**config.mk**
```make
export PLATFORM = sky130hd
export DESIGN_NAME = lsu_lane_unit
export DESIGN_NICKNAME = d
export VERILOG_FILES = /design/src/rtl/lsu_lane_pkg.sv /design/src/rtl/lsu_addr_gen.sv /design/src/rtl/lsu_store_lanes.sv /design/src/rtl/lsu_load_extract.sv /design/src/rtl/lsu_lane_unit.sv
export SDC_FILE = /design/constraint.sdc
export NUM_CORES = 1
export LEC_CHECK = 0
export BUFFER_PORTS_ARGS = -buffer_cell sky130_fd_sc_hd__buf_2
export CAP_MARGIN = 30
export CORE_MARGIN = 2
export CORE_UTILIZATION = 35
export DETAILED_ROUTE_END_ITERATION = 6
export MAX_ROUTING_LAYER = met4
export SYNTH_ARGS = -nofsm -noshare
export SYNTH_HDL_FRONTEND = slang
export SYNTH_SLANG_ARGS = --single-unit
```
**constraint.sdc**
```tcl
create_clock -name clk -period 2.6 [get_ports clk]
set_input_delay 0.52 -clock clk [delete_from_list [all_inputs] [get_ports clk]]
set_output_delay 0.52 -clock clk [all_outputs]
set_load 0.01 [all_outputs]
```
**src/rtl/lsu_lane_pkg.sv**
```systemverilog
package lsu_lane_pkg;

   localparam int BYTE_W = 8;

   typedef enum logic [1:0] {
      KIND_IDLE  = 2'b00,
      KIND_LOAD  = 2'b01,
      KIND_STORE = 2'b10,
      KIND_LUI   = 2'b11
   } lsu_kind_e;

   typedef enum logic [1:0] {
      SIZE_BYTE = 2'b00,
      SIZE_HALF = 2'b01,
      SIZE_WORD = 2'b10,
      SIZE_RSVD = 2'b11
   } lsu_size_e;

endpackage

```
**src/rtl/lsu_addr_gen.sv**
```systemverilog
module lsu_addr_gen
   import lsu_lane_pkg::*;
#(
   parameter int ADDR_W = 32,
   parameter int DISP_W = 16,
   parameter int OFF_W  = 2
) (
   input  logic [ADDR_W-1:0] base_i,
   input  logic [DISP_W-1:0] disp_i,
   input  lsu_size_e         size_i,
   output logic [ADDR_W-1:0] word_addr_o,
   output logic [OFF_W-1:0]  offset_o,
   output logic              misalign_o
);

   logic [ADDR_W-1:0] disp_ext;
   logic [ADDR_W-1:0] eff_addr;

   generate
      if (DISP_W < ADDR_W) begin : g_sext
         assign disp_ext = {{(ADDR_W-DISP_W){disp_i[DISP_W-1]}}, disp_i};
      end else begin : g_full
         assign disp_ext = disp_i[ADDR_W-1:0];
      end
   endgenerate

   assign eff_addr    = base_i + disp_ext;
   assign word_addr_o = {eff_addr[ADDR_W-1:OFF_W], {OFF_W{1'b0}}};
   assign offset_o    = eff_addr[OFF_W-1:0];

   // alignment rule per access size
   always_comb begin
      case (size_i)
         SIZE_BYTE: misalign_o = 1'b0;
         SIZE_HALF: misalign_o = offset_o[0];
         SIZE_WORD: misalign_o = |offset_o;
         default:   misalign_o = 1'b1;
      endcase
   end

endmodule

```
**src/rtl/lsu_store_lanes.sv**
```systemverilog
module lsu_store_lanes
   import lsu_lane_pkg::*;
#(
   parameter int NLANE = 4,
   parameter int OFF_W = 2,
   localparam int DATA_W = NLANE * BYTE_W
) (
   input  lsu_size_e          size_i,
   input  logic [OFF_W-1:0]   offset_i,
   input  logic               block_i,
   input  logic [DATA_W-1:0]  data_i,
   output logic [NLANE-1:0]   be_o,
   output logic [DATA_W-1:0]  data_o
);

   // Lane i holds the byte at offset i; big-endian puts it at the top.
   generate
      for (genvar i = 0; i < NLANE; i++) begin : g_lane
         localparam logic [OFF_W-1:0] LANE = OFF_W'(i);
         localparam int WSRC = (NLANE-1-i) * BYTE_W;
         localparam int HSRC = ((i % 2) == 0) ? BYTE_W : 0;
         logic                hit;
         logic [BYTE_W-1:0]   lane_byte;

         always_comb begin
            case (size_i)
               SIZE_BYTE: hit = (offset_i == LANE);
               SIZE_HALF: hit = (offset_i[OFF_W-1:1] == LANE[OFF_W-1:1]);
               SIZE_WORD: hit = 1'b1;
               default:   hit = 1'b0;
            endcase
         end

         always_comb begin
            case (size_i)
               SIZE_BYTE: lane_byte = data_i[BYTE_W-1:0];
               SIZE_HALF: lane_byte = data_i[HSRC +: BYTE_W];
               default:   lane_byte = data_i[WSRC +: BYTE_W];
            endcase
         end

         assign be_o[NLANE-1-i]            = hit & ~block_i;
         assign data_o[WSRC +: BYTE_W]     = lane_byte;
      end
   endgenerate

endmodule

```
**src/rtl/lsu_load_extract.sv**
```systemverilog
module lsu_load_extract
   import lsu_lane_pkg::*;
#(
   parameter int NLANE = 4,
   parameter int OFF_W = 2,
   parameter int IMM_W = 16,
   localparam int DATA_W = NLANE * BYTE_W,
   localparam int HALF_W = 2 * BYTE_W
) (
   input  logic               load_i,
   input  logic               lui_i,
   input  lsu_size_e          size_i,
   input  logic               unsigned_i,
   input  logic [OFF_W-1:0]   offset_i,
   input  logic [IMM_W-1:0]   imm_i,
   input  logic [DATA_W-1:0]  rdata_i,
   output logic [DATA_W-1:0]  result_o
);

   logic [BYTE_W-1:0] lane_b [NLANE];
   logic [BYTE_W-1:0] byte_v;
   logic [HALF_W-1:0] half_v;
   logic              fill_b;
   logic              fill_h;

   generate
      for (genvar i = 0; i < NLANE; i++) begin : g_split
         assign lane_b[i] = rdata_i[(NLANE-1-i)*BYTE_W +: BYTE_W];
      end
   endgenerate

   assign byte_v = lane_b[offset_i];
   assign half_v = {lane_b[{offset_i[OFF_W-1:1], 1'b0}],
                    lane_b[{offset_i[OFF_W-1:1], 1'b1}]};
   assign fill_b = ~unsigned_i & byte_v[BYTE_W-1];
   assign fill_h = ~unsigned_i & half_v[HALF_W-1];

   always_comb begin
      result_o = '0;
      if (lui_i) begin
         result_o = {imm_i, {(DATA_W-IMM_W){1'b0}}};
      end else if (load_i) begin
         case (size_i)
            SIZE_BYTE: result_o = {{(DATA_W-BYTE_W){fill_b}}, byte_v};
            SIZE_HALF: result_o = {{(DATA_W-HALF_W){fill_h}}, half_v};
            SIZE_WORD: result_o = rdata_i;
            default:   result_o = '0;
         endcase
      end
   end

endmodule

```
**src/rtl/lsu_lane_unit.sv**
```systemverilog
module lsu_lane_unit
   import lsu_lane_pkg::*;
#(
   parameter int ADDR_W  = 32,
   parameter int DATA_W  = 32,
   parameter int DISP_W  = 16,
   parameter int OUT_REG = 1
) (
   input  logic              clk,
   input  logic              rst_n,
   input  logic [1:0]        req_kind,
   input  logic [1:0]        req_size,
   input  logic              req_unsigned,
   input  logic [ADDR_W-1:0] req_base,
   input  logic [DISP_W-1:0] req_disp,
   input  logic [DATA_W-1:0] req_wdata,
   input  logic [DATA_W-1:0] mem_rdata,
   output logic [ADDR_W-1:0] mem_addr,
   output logic [DATA_W/8-1:0] mem_be,
   output logic [DATA_W-1:0] mem_wdata,
   output logic              mem_we,
   output logic              mem_re,
   output logic              align_err,
   output logic              ld_valid,
   output logic [DATA_W-1:0] ld_data
);

   localparam int NLANE = DATA_W / BYTE_W;
   localparam int OFF_W = $clog2(NLANE);
   localparam int IMM_W = DISP_W;

   generate
      if (DATA_W != 32) begin : g_chk_data
         $error("lsu_lane_unit: DATA_W must be 32");
      end
      if (DISP_W > ADDR_W || DISP_W >= DATA_W) begin : g_chk_disp
         $error("lsu_lane_unit: DISP_W must fit in ADDR_W and be below DATA_W");
      end
      if (ADDR_W <= OFF_W) begin : g_chk_addr
         $error("lsu_lane_unit: ADDR_W too small");
      end
      if (OUT_REG != 0 && OUT_REG != 1) begin : g_chk_reg
         $error("lsu_lane_unit: OUT_REG must be 0 or 1");
      end
   endgenerate

   lsu_kind_e         kind_d;
   lsu_size_e         size_d;
   logic              is_mem_d;
   logic [ADDR_W-1:0] addr_d;
   logic [OFF_W-1:0]  off_d;
   logic              misalign_d;
   logic [NLANE-1:0]  be_d;
   logic [DATA_W-1:0] wdata_d;
   logic              we_d;
   logic              re_d;
   logic              err_d;

   assign kind_d   = lsu_kind_e'(req_kind);
   assign size_d   = lsu_size_e'(req_size);
   assign is_mem_d = (kind_d == KIND_LOAD) || (kind_d == KIND_STORE);

   lsu_addr_gen #(
      .ADDR_W (ADDR_W),
      .DISP_W (DISP_W),
      .OFF_W  (OFF_W)
   ) u_addr (
      .base_i      (req_base),
      .disp_i      (req_disp),
      .size_i      (size_d),
      .word_addr_o (addr_d),
      .offset_o    (off_d),
      .misalign_o  (misalign_d)
   );

   lsu_store_lanes #(
      .NLANE (NLANE),
      .OFF_W (OFF_W)
   ) u_lanes (
      .size_i   (size_d),
      .offset_i (off_d),
      .block_i  (misalign_d | ~is_mem_d),
      .data_i   (req_wdata),
      .be_o     (be_d),
      .data_o   (wdata_d)
   );

   assign we_d  = (kind_d == KIND_STORE) && !misalign_d;
   assign re_d  = (kind_d == KIND_LOAD)  && !misalign_d;
   assign err_d = is_mem_d && misalign_d;

   lsu_kind_e         kind_q;
   lsu_size_e         size_q;
   logic              uns_q;
   logic [OFF_W-1:0]  off_q;
   logic [IMM_W-1:0]  imm_q;
   logic [ADDR_W-1:0] addr_q;
   logic [NLANE-1:0]  be_q;
   logic [DATA_W-1:0] wdata_q;
   logic              we_q;
   logic              re_q;
   logic              err_q;

   generate
      if (OUT_REG == 1) begin : g_reg
         always_ff @(posedge clk or negedge rst_n) begin
            if (!rst_n) begin
               kind_q  <= KIND_IDLE;
               size_q  <= SIZE_BYTE;
               uns_q   <= 1'b0;
               off_q   <= '0;
               imm_q   <= '0;
               addr_q  <= '0;
               be_q    <= '0;
               wdata_q <= '0;
               we_q    <= 1'b0;
               re_q    <= 1'b0;
               err_q   <= 1'b0;
            end else begin
               kind_q  <= kind_d;
               size_q  <= size_d;
               uns_q   <= req_unsigned;
               off_q   <= off_d;
               imm_q   <= req_disp;
               addr_q  <= addr_d;
               be_q    <= be_d;
               wdata_q <= wdata_d;
               we_q    <= we_d;
               re_q    <= re_d;
               err_q   <= err_d;
            end
         end

         AST_IDLE_QUIET: assert property (@(posedge clk) disable iff (!rst_n)
            (req_kind == 2'b00) |=> (!mem_we && !mem_re && !align_err && !ld_valid && mem_be == '0));
      end else begin : g_comb
         assign kind_q  = kind_d;
         assign size_q  = size_d;
         assign uns_q   = req_unsigned;
         assign off_q   = off_d;
         assign imm_q   = req_disp;
         assign addr_q  = addr_d;
         assign be_q    = be_d;
         assign wdata_q = wdata_d;
         assign we_q    = we_d;
         assign re_q    = re_d;
         assign err_q   = err_d;
      end
   endgenerate

   logic load_ok_q;
   logic lui_q;

   assign load_ok_q = (kind_q == KIND_LOAD) && !err_q;
   assign lui_q     = (kind_q == KIND_LUI);

   lsu_load_extract #(
      .NLANE (NLANE),
      .OFF_W (OFF_W),
      .IMM_W (IMM_W)
   ) u_extract (
      .load_i     (load_ok_q),
      .lui_i      (lui_q),
      .size_i     (size_q),
      .unsigned_i (uns_q),
      .offset_i   (off_q),
      .imm_i      (imm_q),
      .rdata_i    (mem_rdata),
      .result_o   (ld_data)
   );

   assign mem_addr  = addr_q;
   assign mem_be    = be_q;
   assign mem_wdata = wdata_q;
   assign mem_we    = we_q;
   assign mem_re    = re_q;
   assign align_err = err_q;
   assign ld_valid  = load_ok_q || lui_q;

   AST_ERR_NO_STROBE: assert property (@(posedge clk) disable iff (!rst_n)
      align_err |-> (mem_be == '0 && !mem_we && !mem_re && !ld_valid));

   AST_ONE_ACTION: assert property (@(posedge clk) disable iff (!rst_n)
      $onehot0({mem_we, mem_re, align_err}));

   AST_BE_SHAPE: assert property (@(posedge clk) disable iff (!rst_n)
      (mem_we || mem_re) |->
         ($countones(mem_be) == 1 || $countones(mem_be) == 2 || $countones(mem_be) == 4));

   AST_BE_HALF_PAIR: assert property (@(posedge clk) disable iff (!rst_n)
      ($countones(mem_be) == 2) |-> (mem_be == 4'b1100 || mem_be == 4'b0011));

   AST_BYTE_REPL: assert property (@(posedge clk) disable iff (!rst_n)
      (mem_we && $countones(mem_be) == 1) |->
         (mem_wdata[31:24] == mem_wdata[7:0] && mem_wdata[23:16] == mem_wdata[7:0] &&
          mem_wdata[15:8] == mem_wdata[7:0]));

   AST_LUI_LOW_ZERO: assert property (@(posedge clk) disable iff (!rst_n)
      (ld_valid && !mem_re) |-> (ld_data[15:0] == 16'h0000 && mem_be == '0));

   AST_LD_ZERO_IDLE: assert property (@(posedge clk) disable iff (!rst_n)
      !ld_valid |-> (ld_data == '0));

endmodule

```
==> metrics.md <==
| Metric | Value |
|---|---|
| Status | finished, violations left |
| Failing checks | negative setup slack |
| Full die area | 16600 um^2 |
| Ys flop type | dfrtp_1 |
| Maximum VDD drop | between 0.0002 and 0.0003 V |
| GRT overflow | 0 |
| Yosys cell types | 65 |
| Slew Limit Fails | 0 |
| Clock transition at path regs | 0.07 ns |
| Hpwl dp | 13800 um |
| CP arrival | 2.17 ns |
| First-pass GRT wire length | 26600 um |
| Syn-to-layout area delta | 35.5% |
| Wirelength per Cell | 17.6 um |
| Share of the synthesized area in the top cell type | 42.3% |
| Vias per cell | 5.27 |
| Endpoints failing hold | 0 |
| Setup crit end kind | primary output |
| Ratio of cells with drive above 1 in the final layout | between 40% and 50% |
| # clock sinks | 92 |
| RSZ-0062 raised after global routing | true |
| Final setup vio count | 24 |
| PwrDens | 567 nW/um^2 |
| Chip Width | approximately 130 um |
| HP Class | in2async |
| Pre-Repair DR Iteration Count | 5 |
| Worst hold slack | around 0.14 ns |
| Worst Path Required | 2.08 ns |
| Max_cap viols | 0 |
| CTS H-tree lvls | 3 |
| CP Launch Type | register |
| Critical path peak fanout | 8 |
| # hold bufs at CTS | 0 |
| Post-synth ARST share | 100% |
| DRT Wirelength | 17300 um |
| Initial antenna violation count | 1 |
| Vias in the first global route | 5261 |
| Relative slew slack | 58.0% |
| GP Congestion | 0.972 |
| Cells along the critical path | mux2_4, nor2_2, a211o_1, or3_4, a21oi_2, buf_2 |
| Crit path max-delay cell type | or3_4 |
| Xor and xnor area share after synthesis | 4.34% |
| Minimum clock period | 2.69 ns |
| Initial drt markers | ~240 |
| CORE AREA | around 15000 um^2 |
| Setup Total Neg Slack | -1.67 ns |
| CTS Buf Count | 9 |
| Final worst-path cycle share | 104% |
| Lkg Pwr | 3.66 nW |
| FF+latch count, synth | 92 |
| Max stage delay on crit path | 0.48 ns |
| Fin area | around 7400 um^2 |
| Largest family of logic cells by synthesized area | compound AO/OA/AOI/OAI gates |
| Final Power | ~4.2 mW |
| CP Class | reg2out |
| Top cell family by delay on the critical path | simple AND/OR/NAND/NOR gates |
| Port Buffer Count | 220 |
| Post-route ant nets | 0 |
| Mux contribution to synthesized area | under 10% |
| F_max | 0.371 GHz |
| Crit path setup slack, layout | -0.0921 ns |
| Post-synth EDFFs | 0 |
| Seq/Total Area, Yosys | 42.3% |
| Simple-gate share of the synthesized area | a little under an eighth |
| Post-Syn Instances | 544 |
| Multi-input gate area | slightly below 3000 um^2 |
| Ys Warns | 0 |
| Fill count | 1449 |
| Seq. cell area | approximately 2300 um^2 |
| Die span in y | 129 um |
| Total Routing Usage GR | 21.2% |
| Std cell rows | 45 |
| Initial Utilization | 35.8% |
| Post-Synth Adder-Cell Area | 7.95% |
| Placement Cell Area | 6990 um^2 |
| Dominant cells by area after synthesis | dfrtp_1 42%, ha_1 7.6%, a21oi_1 5.1% |
| Clock root cell | clkbuf_16 |
| Synth Area per Inst | about 10 um^2 |
| Worst-margin pin slew | 0.629 ns |
| Area leader, netlist | dfrtp_1 |
| Fin nets | 941 |
| CP bufs+invs | 1 |
| Via count | 5179 |
| Drt drc | 0 |
| CTS tree | built |
| Clock buffer depth | 2 |
| Mapped Area | between 5000 and 6000 um^2 |
| IO Pins | between 200 and 250 |
| Largest net degree at the start of global routing | 55 |
| Compound-Gate Fraction of Synth Area | a little under a quarter |
[synthesized netlist by cell type, types with 2 or more instances]
cell type	number
dfrtp_1	92
a21oi_1	55
nand2_1	36
ha_1	33
nor2_1	31
o21ai_0	27
mux2_2	23
clkbuf_1	20
a21o_1	19
inv_1	19
xnor2_1	19
nand3_1	13
a31oi_1	11
a221o_2	10
mux2i_1	9
a22oi_1	8
nor2b_1	8
xor2_1	8
nor3_1	7
a221o_1	6
nand3b_1	6
nand4_1	6
o21a_1	5
buf_1	4
buf_2	4
nand2b_1	4
o21bai_1	4
a211o_1	3
o21ai_1	3
or2_2	3
or3_1	3
a211oi_1	2
a21boi_0	2
a2bb2oi_1	2
a311oi_1	2
and2_1	2
and3_1	2
buf_4	2
buf_6	2
nor4_1	2
o21ai_2	2
o221ai_1	2
[stage by stage]
step | utilization (%) | setup WS, ns | cells
CTS | 48.4 | -0.0873 | 980
finish | 48.6 | -0.0921 | 982
floorplan | - | 0.217 | 545
detailed placement | 46.0 | -0.114 | 964
global placement | 45.9 | -0.0604 | 963
global route | 48.6 | -0.198 | 982
[area by class of cell]
class / count / share of cell area (%)
Multi-Input combinational cell: 402 / 40.2
Sequential cell: 92 / 31.2
Clock inverter: 6 / 0.627
Tap cell: 188 / 3.19
Inverter: 19 / 0.966
Clock buffer: 10 / 3.10
Timing Repair Buffer: 264 / 20.7
Antenna cell: 1 / 0.0339
[sequential cells by signal, indices dropped and copies added, names as in the netlist]
name       cells
mem_we         1
uns_q          1
align_err      1
off_q          2
mem_addr      30
size_q         2
mem_be         4
mem_re         1
imm_q         16
mem_wdata     32
kind_q         2
[power breakdown]
part	total, mW	internal (mW)	leakage (nW)	switching, mW
clock network	1.24	0.659	0.135	0.582
logic	1.29	0.579	2.43	0.706
registers	1.66	1.60	1.09	0.0658
[logic make-up after synthesis]
family,Yosys count
adder cells (fa/ha/maj),34
multiplexers,33
XOR/XNOR,27
other,1
buffers and inverters,51
AND/OR/NAND/NOR,129
AO/OA/AOI/OAI,177
flip-flops,92
[layout by cell type, fill, tap and decap left out, types with 4 or more instances in the layout]
master / n
buf_2: 209
o21bai_1: 4
ha_1: 33
mux2i_1: 9
nor2_1: 30
a21oi_1: 46
a221o_1: 6
o21a_1: 5
xor2_1: 8
nand2_1: 36
nor2b_1: 8
o21ai_0: 27
a221o_2: 10
inv_1: 19
a22oi_1: 8
clkbuf_16: 9
mux2_2: 23
buf_6: 11
a21oi_2: 9
nand4_1: 6
nand3b_1: 6
nand2b_1: 4
buf_4: 42
nor3_1: 7
a21o_1: 19
dfrtp_1: 92
xnor2_1: 19
nand3_1: 13
a31oi_1: 11
[repair_timing]
action,4_1_cts,5_1_grt
gates resized for setup,16,5
pin swaps,0,5
buffers inserted,0,1
endpoints found under the hold margin,0,0
setup endpoints to repair,24,25
[path summary, 6_finish.rpt]
| kind | startpoint | depth (start not counted) | slack (ns) | to |
|---|---|---|---|---|
| max in group asynchronous | rst_n | 2 | 1.78 | mem_addr[20]$_DFF_PN0_ |
| min in group clk | req_unsigned | 1 | 0.29 | uns_q$_DFF_PN0_ |
| hold / removal | rst_n | 1 | 0.14 | mem_we$_DFF_PN0_ |
| setup / recovery | off_q[1]$_DFF_PN0_ | 6 | -0.09 | ld_data[10] |
[layer usage]
layer / vias up / GRT usage [%] / share of wire, %
met5: - / - / 0
met3: 38 / 3.24 / 5.2
li1: 2478 / - / -
met4: 0 / 11.0 / 3.4
met1: 2466 / 24.3 / 42
met2: 197 / 35.9 / 50
Note: power is estimated with default switching activity, not from simulation.
